`config.mk`:
```
export PLATFORM = sky130hd
export DESIGN_NAME = alu8_core
export DESIGN_NICKNAME = d
export VERILOG_FILES = /design/src/rtl/alu8_pkg.sv /design/src/rtl/alu8_addsub.sv /design/src/rtl/alu8_logic.sv /design/src/rtl/alu8_decadj.sv /design/src/rtl/alu8_core.sv
export SDC_FILE = /design/constraint.sdc
export NUM_CORES = 1
export LEC_CHECK = 0
export BUFFER_PORTS_ARGS = -buffer_cell sky130_fd_sc_hd__clkbuf_2
export CAP_MARGIN = 10
export CORE_MARGIN = 3
export CORE_UTILIZATION = 45
export DETAILED_ROUTE_END_ITERATION = 8
export PLACE_DENSITY = 0.65
export SLEW_MARGIN = 15
export SYNTH_ARGS = -nofsm -noshare
export SYNTH_HDL_FRONTEND = slang
export SYNTH_HIERARCHICAL = 1
export SYNTH_SLANG_ARGS = --single-unit
export TNS_END_PERCENT = 50
```
`constraint.sdc`:
```
create_clock -name vclk -period 10.1
set_input_delay 1.01 -clock vclk [all_inputs]
set_output_delay 1.01 -clock vclk [all_outputs]
set_load 0.02 [all_outputs]
```
`src/rtl/alu8_pkg.sv`:
```
package alu8_pkg;

  localparam int DW  = 8;
  localparam int OPW = 4;
  localparam int NIB = DW / 2;

  typedef enum logic [OPW-1:0] {
    OP_ADD = 4'd0,
    OP_ADC = 4'd1,
    OP_SUB = 4'd2,
    OP_SBC = 4'd3,
    OP_CMP = 4'd4,
    OP_AND = 4'd5,
    OP_OR  = 4'd6,
    OP_XOR = 4'd7,
    OP_NEG = 4'd8,
    OP_CPL = 4'd9,
    OP_DAA = 4'd10,
    OP_SCF = 4'd11,
    OP_CCF = 4'd12
  } alu_op_e;

  // flag byte bit positions
  localparam int FB_S = 7;
  localparam int FB_Z = 6;
  localparam int FB_X = 5;
  localparam int FB_H = 4;
  localparam int FB_Y = 3;
  localparam int FB_P = 2;
  localparam int FB_N = 1;
  localparam int FB_C = 0;

  typedef enum logic [1:0] {
    LG_AND = 2'd0,
    LG_OR  = 2'd1,
    LG_XOR = 2'd2
  } logic_sel_e;

endpackage

```
`src/rtl/alu8_addsub.sv`:
```
module alu8_addsub #(
  parameter int W   = 8,
  parameter int NIB = 4
) (
  input  logic [W-1:0] a_i,
  input  logic [W-1:0] b_i,
  input  logic         cin_i,
  input  logic         sub_i,
  output logic [W-1:0] sum_o,
  output logic         half_o,
  output logic         carry_o,
  output logic         ovf_o
);

  logic [W:0]   wide;
  logic [NIB:0] low;
  logic         sign_diff;
  logic         res_flip;

  always_comb begin
    if (sub_i) begin
      wide = {1'b0, a_i} - {1'b0, b_i} - {{W{1'b0}}, cin_i};
      low  = {1'b0, a_i[NIB-1:0]} - {1'b0, b_i[NIB-1:0]} - {{NIB{1'b0}}, cin_i};
    end else begin
      wide = {1'b0, a_i} + {1'b0, b_i} + {{W{1'b0}}, cin_i};
      low  = {1'b0, a_i[NIB-1:0]} + {1'b0, b_i[NIB-1:0]} + {{NIB{1'b0}}, cin_i};
    end
    sign_diff = a_i[W-1] ^ b_i[W-1];
    res_flip  = wide[W-1] ^ a_i[W-1];
    sum_o     = wide[W-1:0];
    half_o    = low[NIB];
    carry_o   = wide[W];
    ovf_o     = sub_i ? (sign_diff & res_flip) : (~sign_diff & res_flip);
  end

  always_comb begin
    if (sub_i) begin
      AST_BORROW_OUT: assert (carry_o == ({1'b0, a_i} < ({1'b0, b_i} + {{W{1'b0}}, cin_i}))) else $error("borrow mismatch");
    end else begin
      AST_CARRY_OUT: assert (carry_o == (({1'b0, a_i} + {1'b0, b_i} + {{W{1'b0}}, cin_i}) > {1'b0, {W{1'b1}}})) else $error("carry mismatch");
    end
  end

endmodule

```
`src/rtl/alu8_logic.sv`:
```
module alu8_logic
  import alu8_pkg::*;
#(
  parameter int W = 8
) (
  input  logic [1:0]   sel_i,
  input  logic [W-1:0] a_i,
  input  logic [W-1:0] b_i,
  output logic [W-1:0] res_o,
  output logic         even_o
);

  always_comb begin
    case (sel_i)
      LG_AND:  res_o = a_i & b_i;
      LG_OR:   res_o = a_i | b_i;
      default: res_o = a_i ^ b_i;
    endcase
    even_o = ~(^res_o);
  end

  always_comb begin
    if (sel_i == LG_AND) begin
      AST_AND_SUBSET: assert ((res_o & ~a_i) == '0) else $error("and exceeds operand");
    end
    if (sel_i == LG_OR) begin
      AST_OR_SUPERSET: assert ((a_i & ~res_o) == '0) else $error("or drops bits");
    end
  end

endmodule

```
`src/rtl/alu8_decadj.sv`:
```
module alu8_decadj #(
  parameter int W = 8
) (
  input  logic [W-1:0] a_i,
  input  logic         h_i,
  input  logic         n_i,
  input  logic         c_i,
  output logic [W-1:0] res_o,
  output logic         h_o,
  output logic         c_o
);

  localparam logic [W-1:0] LO_FIX = W'(8'h06);
  localparam logic [W-1:0] HI_FIX = W'(8'h60);
  localparam logic [W-1:0] HI_LIM = W'(8'h99);

  logic         fix_lo;
  logic         fix_hi;
  logic [W-1:0] corr;

  always_comb begin
    fix_lo = h_i | (a_i[3:0] > 4'd9);
    fix_hi = c_i | (a_i > HI_LIM);
    corr   = (fix_hi ? HI_FIX : '0) | (fix_lo ? LO_FIX : '0);
    res_o  = n_i ? (a_i - corr) : (a_i + corr);
    h_o    = a_i[4] ^ res_o[4];
    c_o    = fix_hi;
  end

  always_comb begin
    if (!h_i && !c_i && (a_i[3:0] <= 4'd9) && (a_i[7:4] <= 4'd9)) begin
      AST_DAA_VALID_BCD: assert (res_o == a_i && !c_o) else $error("valid bcd altered");
    end
    if (c_i) begin
      AST_DAA_CARRY_STICKY: assert (c_o) else $error("carry lost");
    end
  end

endmodule

```
`src/rtl/alu8_core.sv`:
```
module alu8_core
  import alu8_pkg::*;
#(
  parameter int W = DW
) (
  input  logic [3:0] op_i,
  input  logic [7:0] acc_i,
  input  logic [7:0] opnd_i,
  input  logic [7:0] flags_i,
  output logic [7:0] res_o,
  output logic [7:0] flags_o
);

  // adder path
  logic [W-1:0] as_a, as_b, as_sum;
  logic         as_cin, as_sub, as_half, as_carry, as_ovf;
  // logic path
  logic [1:0]   lg_sel;
  logic [W-1:0] lg_res;
  logic         lg_even;
  // decimal adjust path
  logic [W-1:0] da_res;
  logic         da_h, da_c;

  always_comb begin
    as_a   = (op_i == OP_NEG) ? '0 : acc_i;
    as_b   = (op_i == OP_NEG) ? acc_i : opnd_i;
    as_sub = (op_i == OP_SUB) || (op_i == OP_SBC) || (op_i == OP_CMP) || (op_i == OP_NEG);
    as_cin = ((op_i == OP_ADC) || (op_i == OP_SBC)) && flags_i[FB_C];
    case (op_i)
      OP_AND:  lg_sel = LG_AND;
      OP_OR:   lg_sel = LG_OR;
      default: lg_sel = LG_XOR;
    endcase
  end

  alu8_addsub #(.W(W), .NIB(NIB)) u_addsub (
    .a_i     (as_a),
    .b_i     (as_b),
    .cin_i   (as_cin),
    .sub_i   (as_sub),
    .sum_o   (as_sum),
    .half_o  (as_half),
    .carry_o (as_carry),
    .ovf_o   (as_ovf)
  );

  alu8_logic #(.W(W)) u_logic (
    .sel_i  (lg_sel),
    .a_i    (acc_i),
    .b_i    (opnd_i),
    .res_o  (lg_res),
    .even_o (lg_even)
  );

  alu8_decadj #(.W(W)) u_decadj (
    .a_i   (acc_i),
    .h_i   (flags_i[FB_H]),
    .n_i   (flags_i[FB_N]),
    .c_i   (flags_i[FB_C]),
    .res_o (da_res),
    .h_o   (da_h),
    .c_o   (da_c)
  );

  always_comb begin
    res_o   = acc_i;
    flags_o = flags_i;
    case (op_i)
      OP_ADD, OP_ADC, OP_SUB, OP_SBC, OP_NEG: begin
        res_o   = as_sum;
        flags_o = {as_sum[7], (as_sum == '0), as_sum[5], as_half,
                   as_sum[3], as_ovf, as_sub, as_carry};
      end
      OP_CMP: begin
        res_o   = acc_i;
        flags_o = {as_sum[7], (as_sum == '0), opnd_i[5], as_half,
                   opnd_i[3], as_ovf, 1'b1, as_carry};
      end
      OP_AND, OP_OR, OP_XOR: begin
        res_o   = lg_res;
        flags_o = {lg_res[7], (lg_res == '0), lg_res[5], (op_i == OP_AND),
                   lg_res[3], lg_even, 1'b0, 1'b0};
      end
      OP_CPL: begin
        res_o   = ~acc_i;
        flags_o = {flags_i[FB_S], flags_i[FB_Z], ~acc_i[5], 1'b1,
                   ~acc_i[3], flags_i[FB_P], 1'b1, flags_i[FB_C]};
      end
      OP_DAA: begin
        res_o   = da_res;
        flags_o = {da_res[7], (da_res == '0), da_res[5], da_h,
                   da_res[3], ~(^da_res), flags_i[FB_N], da_c};
      end
      OP_SCF: begin
        flags_o = {flags_i[FB_S], flags_i[FB_Z], flags_i[FB_X] | acc_i[5], 1'b0,
                   flags_i[FB_Y] | acc_i[3], flags_i[FB_P], 1'b0, 1'b1};
      end
      OP_CCF: begin
        flags_o = {flags_i[FB_S], flags_i[FB_Z], flags_i[FB_X] | acc_i[5], flags_i[FB_C],
                   flags_i[FB_Y] | acc_i[3], flags_i[FB_P], 1'b0, ~flags_i[FB_C]};
      end
      default: begin
        res_o   = acc_i;
        flags_o = flags_i;
      end
    endcase
  end

  always_comb begin
    if (op_i == OP_CMP) begin
      AST_CMP_KEEPS_ACC: assert (res_o == acc_i && flags_o[FB_N]) else $error("compare altered acc");
    end
    if (op_i == OP_CPL || op_i == OP_SCF || op_i == OP_CCF) begin
      AST_SZP_UNTOUCHED: assert (flags_o[FB_S] == flags_i[FB_S] && flags_o[FB_Z] == flags_i[FB_Z] && flags_o[FB_P] == flags_i[FB_P]) else $error("sign/zero/parity moved");
    end
    if (op_i > 4'd12) begin
      AST_RESERVED_INERT: assert (res_o == acc_i && flags_o == flags_i) else $error("reserved code acted");
    end
    if (op_i == OP_ADD || op_i == OP_SUB || op_i == OP_AND || op_i == OP_XOR) begin
      AST_ZERO_TRACKS_RES: assert (flags_o[FB_Z] == (res_o == '0)) else $error("zero flag mismatch");
    end
  end

endmodule

```
Yosys cells after proc, flatten, opt, wreduce, memory -nomap -nowiden

Index checks and enable logic that the tools add are counted.

Register bits: 0
Input port bits: 28

Add/subtract/negate cells: 10
Order comparisons: 2
Equal/unequal tests: 13
Multiplexer cells: 12
Bitwise operators: 20
Reductions and logical operators: 14

Operators with widths:

| cell                                                                  | number |
|---|---|
| 8-bit one-hot mux with 7 select lines                                 | 1 |
| 8-bit one-hot mux with 4 select lines                                 | 1 |
| 8-bit zero test                                                       | 3 |
| 8-bit two-way mux                                                     | 3 |
| 4-bit equality test, second input constant                            | 5 |
| 4-bit by 3-bit equality test with 1-bit output, second input constant | 4 |
| 8-bit bitwise OR                                                      | 2 |
| 8-bit one-hot mux with 2 select lines                                 | 1 |
| 8-bit parity                                                          | 2 |
| 8-bit by 8-bit adder with 9-bit output                                | 1 |
| 9-bit by 1-bit adder with 9-bit output                                | 1 |
| 9-bit two-way mux                                                     | 1 |
| 8-bit by 8-bit subtractor with 9-bit output                           | 1 |
| 9-bit by 1-bit subtractor with 9-bit output                           | 1 |
| 8-bit adder                                                           | 1 |
| 8-bit AND                                                             | 1 |
| 4-bit by 2-bit equality test with 1-bit output, second input constant | 2 |
| 8-bit greater-than comparator, second input constant                  | 1 |
| 8-bit inverter                                                        | 1 |
| 8-bit subtractor                                                      | 1 |
| 8-bit bitwise XOR                                                     | 1 |
| 7-bit two-way mux                                                     | 1 |
| 1-bit inverter                                                        | 6 |
| 4-bit by 4-bit adder with 5-bit output                                | 1 |
| 19 further kinds                                                      | 28 |

Logic depth before layout (Yosys ltp)

Word-level depth: 9
Mapped depth: 20
Gate-level depth less buffers: 18

Modules after synthesis

Netlist, hierarchy kept.

By module, submodules not included:

| module      | instances | cells each | area an instance (µm²) |
|---|---|---|---|
| alu8_core   | 1         | 188        | 1146.1 |
| alu8_addsub | 1         | 134        | 996.0 |
| alu8_logic  | 1         | 71         | 556.8 |
| alu8_decadj | 1         | 54         | 407.9 |

Worst setup path after synthesis

OpenSTA, ideal clock, no wires.

Path type: input port to output port
Start point: in op_i[1]
End point: out flags_o[2]
Data arrival time: 4.766 ns
Required time: 9.090 ns
Setup slack: 4.324 ns
Cell stages on the path: 17
Buffers on the path: 3
Cells stage by stage: buf_4 > or2_1 > buf_4 > nor2_2 > buf_6 > mux2_2 > ha_1 > inv_1 > ha_1 > a21o_2 > or4_4 > a211o_1 > a22oi_2 > a21oi_1 > o2bb2ai_1 > a21oi_1 > o21ai_1

Word-level cells in the longest chain between the ends: 9
Elaborated cells on any way between the ends: 40

Ends and longest elaborated chain:

| what                                                                                                  | RTL line                             | RTL |
|---|---|---|
| start, declared                                                                                       | alu8_core.sv:6                       | `input logic [3:0] op_i,` |
| 4-bit equality test (*)                                                                               | alu8_core.sv:27                      | `as_b = (op_i == OP_NEG) ? acc_i : opnd_i;` |
| 8-bit two-way mux (*)                                                                                 | alu8_core.sv:27                      |  |
| net as_b[6]                                                                                           | alu8_core.sv:15                      | `logic [W-1:0] as_a, as_b, as_sum;` |
| 8-bit by 8-bit adder with 9-bit output or 8-bit by 8-bit subtractor with 9-bit output (tied branches) | alu8_addsub.sv:25, alu8_addsub.sv:22 |  |
| 9-bit by 1-bit adder with 9-bit output or 9-bit by 1-bit subtractor with 9-bit output (tied branches) | alu8_addsub.sv:25, alu8_addsub.sv:22 |  |
| 9-bit two-way mux (*)                                                                                 | alu8_addsub.sv:21                    | `if (sub_i) begin` |
| 1-bit bitwise XOR (*)                                                                                 | alu8_addsub.sv:29                    | `res_flip = wide[W-1] ^ a_i[W-1];` |
| 1-bit AND                                                                                             | alu8_addsub.sv:33                    | `ovf_o = sub_i ? (sign_diff & res_flip) : (~sign_diff & res_flip);` |
| 1-bit two-way mux (*)                                                                                 | alu8_addsub.sv:33                    |  |
| net as_ovf                                                                                            | alu8_core.sv:16                      | `logic as_cin, as_sub, as_half, as_carry, as_ovf;` |
| 8-bit one-hot mux with 7 select lines (*)                                                             | alu8_core.sv:69                      | `case (op_i)` |
| end, declared                                                                                         | alu8_core.sv:11                      | `output logic [7:0] flags_o` |

The timed path passes the listed nets; every way through them passes the cells marked *.

Worst setup path in the final report

Start point: in op_i[0]
End point: out flags_o[7]

Word-level cells in the longest chain between the ends: 6
Elaborated cells on any way between the ends: 32

Ends and longest elaborated chain:

| what                                                                                                  | RTL line |
|---|---|
| 4-bit equality test (*)                                                                               | alu8_core.sv:27 |
| 8-bit two-way mux (*)                                                                                 | alu8_core.sv:27 |
| net as_b[6]                                                                                           | alu8_core.sv:15 |
| 8-bit by 8-bit adder with 9-bit output or 8-bit by 8-bit subtractor with 9-bit output (tied branches) | alu8_addsub.sv:25, alu8_addsub.sv:22 |
| 9-bit by 1-bit adder with 9-bit output or 9-bit by 1-bit subtractor with 9-bit output (tied branches) | alu8_addsub.sv:25, alu8_addsub.sv:22 |
| 9-bit two-way mux (*)                                                                                 | alu8_addsub.sv:21 |
| net as_sum[7]                                                                                         | alu8_core.sv:15 |
| 8-bit one-hot mux with 7 select lines (*)                                                             | alu8_core.sv:69 |

Marks and branches as above.

==> reports/metrics.yaml <==
slew_headroom: 0.3698
drt_iter0_drc: 340
die-height_um: 89.09
finalSetupViolCount: 0
cap_violations: 0
syn_nets: 529
final_nets: 556
hold_violations: 0
track_usage: 0.2268
worst_pin_slew_ns: 0.9419
grt_max_degree: 33
cp.required_ns: 9.09
crit_type: "input pin to output pin"
drv_slew: 0
final_antenna_net_count: 0
start_util: 0.4757
critPathArrivalTime_ns: 5.82
p_per_area_nw_per_um2: 81.58
grt-busiest-layer: "met2"
antennaDiodeCount: 0
routed_wl_um: 9055
synthDistinctLibCells: 73
status: "complete, no violations"
cts_hold_buf: 0
drc: 0
netlist_instances: 447
via_count: 3272
vdd_drop_max_v: 0.00002799
grt_pass1_vias: 2855
grt_use_met1: 0.3255
max_freq_mhz: 146.5
syn_area_um2: 3107
grt_pass1_wl_um: 14410
use_met3: 0.01106
cp-start-kind: "input pin"
cp_max_fo: 32
register_area_um2: 0
nClkBuffers: 0
row_count: 29
routedWlPerCell_um: 16.49
synth_warnings: 6
syn_avg_cell_area_um2: 6.950
fill_cells: 688
pin_count: 44
dp_cells: 549
fin_setup_tns_ns: 0
via_per_inst: 5.960
hp-class: "input pin to output pin"
use_met2: 0.3891
power_leakage_nw: 1.627
post_cts_buffers: 0
rsz0062_at_grt: "false"
ctsResizeCount: 0
gp_congestion: 0.9077
syn_to_final_growth_pct: 6.524
die-area_um2: 7937
antenna_found_initial: 0
seq_cells: 0
finalCritPeriodShare: 0.6759
drt_first_pass_iters: 6
hold_depth: 3
yosysSeqAreaShare: 0
fin_cells: 549
hpwlAfterDp_um: 7275
drive_above_1_share: 0.1525
worstSetupEndpointType: "output pin"
min_period_ns: 6.827
grt.overflow.total: 0
portBuffers: 44
die_w_um: 89.09
core_area_um2: 6531
==> worst paths after layout <==
check / slack, ns / from / endpoint
setup / recovery: 3.27 / op_i[0] / flags_o[7]
hold / removal: 2.36 / flags_i[5] / flags_o[5]
==> cells by family after synthesis <==
| group | count (synthesis) | share of synthesized area |
|---|---|---|
| AO/OA/AOI/OAI | 116 | 0.2662 |
| XOR/XNOR | 28 | 0.09223 |
| adder cells (fa/ha/maj) | 54 | 0.2271 |
| buffers and inverters | 78 | 0.1079 |
| multiplexers | 15 | 0.05356 |
| AND/OR/NAND/NOR | 156 | 0.2529 |
==> Yosys cell counts (all sizes together) (2+ instances only) <==
cell type,number,area share
ha,50,0.20
a221oi,2,0.0077
clkbuf,5,0.0060
xor2,8,0.023
a21o,3,0.0077
o21ai,31,0.050
o31ai,7,0.025
and2,5,0.011
buf,14,0.031
a211o,4,0.011
or2,3,0.0060
xnor3,3,0.022
a21oi,23,0.042
a2111oi,2,0.0056
o2bb2ai,2,0.0056
nor3b,2,0.0048
and3,4,0.0081
nand2b,5,0.010
nand4,5,0.010
a221o,3,0.0097
o22a,2,0.0056
nand2,50,0.063
mux2,10,0.037
fa,4,0.026
o22ai,2,0.0040
nor2b,15,0.030
o21a,5,0.012
nor4,5,0.010
a31oi,7,0.014
a222oi,5,0.016
inv,59,0.071
a211oi,2,0.0064
nand3,10,0.016
mux2i,5,0.016
nor2,36,0.045
and2b,2,0.0056
xnor2,17,0.048
or3b,3,0.0085
o31a,3,0.0085
nor3,5,0.0081
o211ai,6,0.014
==> where the power goes <==
group / switching, mW / leakage, nW / total (mW) / internal, mW
registers: 0 / 0 / 0 / 0
clock network: 0 / 0 / 0 / 0
logic: 0.160 / 1.63 / 0.270 / 0.110
==> metal layers <==
metal | wire length (µm) | part of all wire
met5 | 0 | 0
met4 | 81 | 0.0089
met3 | 511 | 0.056
met2 | 4224 | 0.47
met1 | 4238 | 0.47
==> stage by stage <==
stage / power [mW] / hold slack, ns / utilization / area, µm² / setup WS (ns)
final: 0.2700 / 2.365 / 0.5067 / 3309 / 3.273
after global routing: 0.2974 / 2.383 / 0.5067 / 3309 / 3.058
after detailed placement: 0.2658 / 2.358 / 0.5067 / 3309 / 3.364
after CTS: 0.2673 / 2.363 / 0.5067 / 3309 / 3.368
after floorplan: 0.2018 / 2.216 / - / 3107 / 4.324
after global placement: 0.2615 / 2.359 / 0.5067 / 3309 / 3.513
==> cells in the final DEF (no fill, tap or decap), types with 6 or more instances in the layout <==
| cell type | instances |
|---|---|
| o211ai_1 | 6 |
| nor2b_1 | 15 |
| xnor2_1 | 17 |
| o21ai_1 | 6 |
| inv_1 | 59 |
| xor2_1 | 8 |
| ha_1 | 50 |
| o21ai_0 | 25 |
| clkbuf_2 | 44 |
| nor2_1 | 34 |
| nand2_1 | 49 |
| nand3_1 | 10 |
| mux2_2 | 8 |
| a21oi_1 | 21 |
| a31oi_1 | 7 |
==> layout make-up <==
| class | instances | area [µm²] | share of cell area |
|---|---|---|---|
| Multi-Input combinational cell | 369 | 2771 | 0.8374 |
| Inverter | 59 | 221.5 | 0.06692 |
| Timing Repair Buffer | 44 | 220.2 | 0.06654 |
| Tap cell | 77 | 96.34 | 0.02911 |
==> critical path, cell delays in order <==
cell and delay [ns]:
clkbuf_2 0.35, or2_1 0.47, nor2_2 0.65, mux2_2 0.43
ha_1 0.34, inv_1 0.11, ha_1 0.36, a21o_2 0.24
or4_4 0.52, nand3_1 0.10, o21ai_0 0.26, nand2_1 0.16
a21oi_1 0.07, a221o_1 0.30, a221o_1 0.27, clkbuf_2 0.16
(Power assumes the default switching activity.)
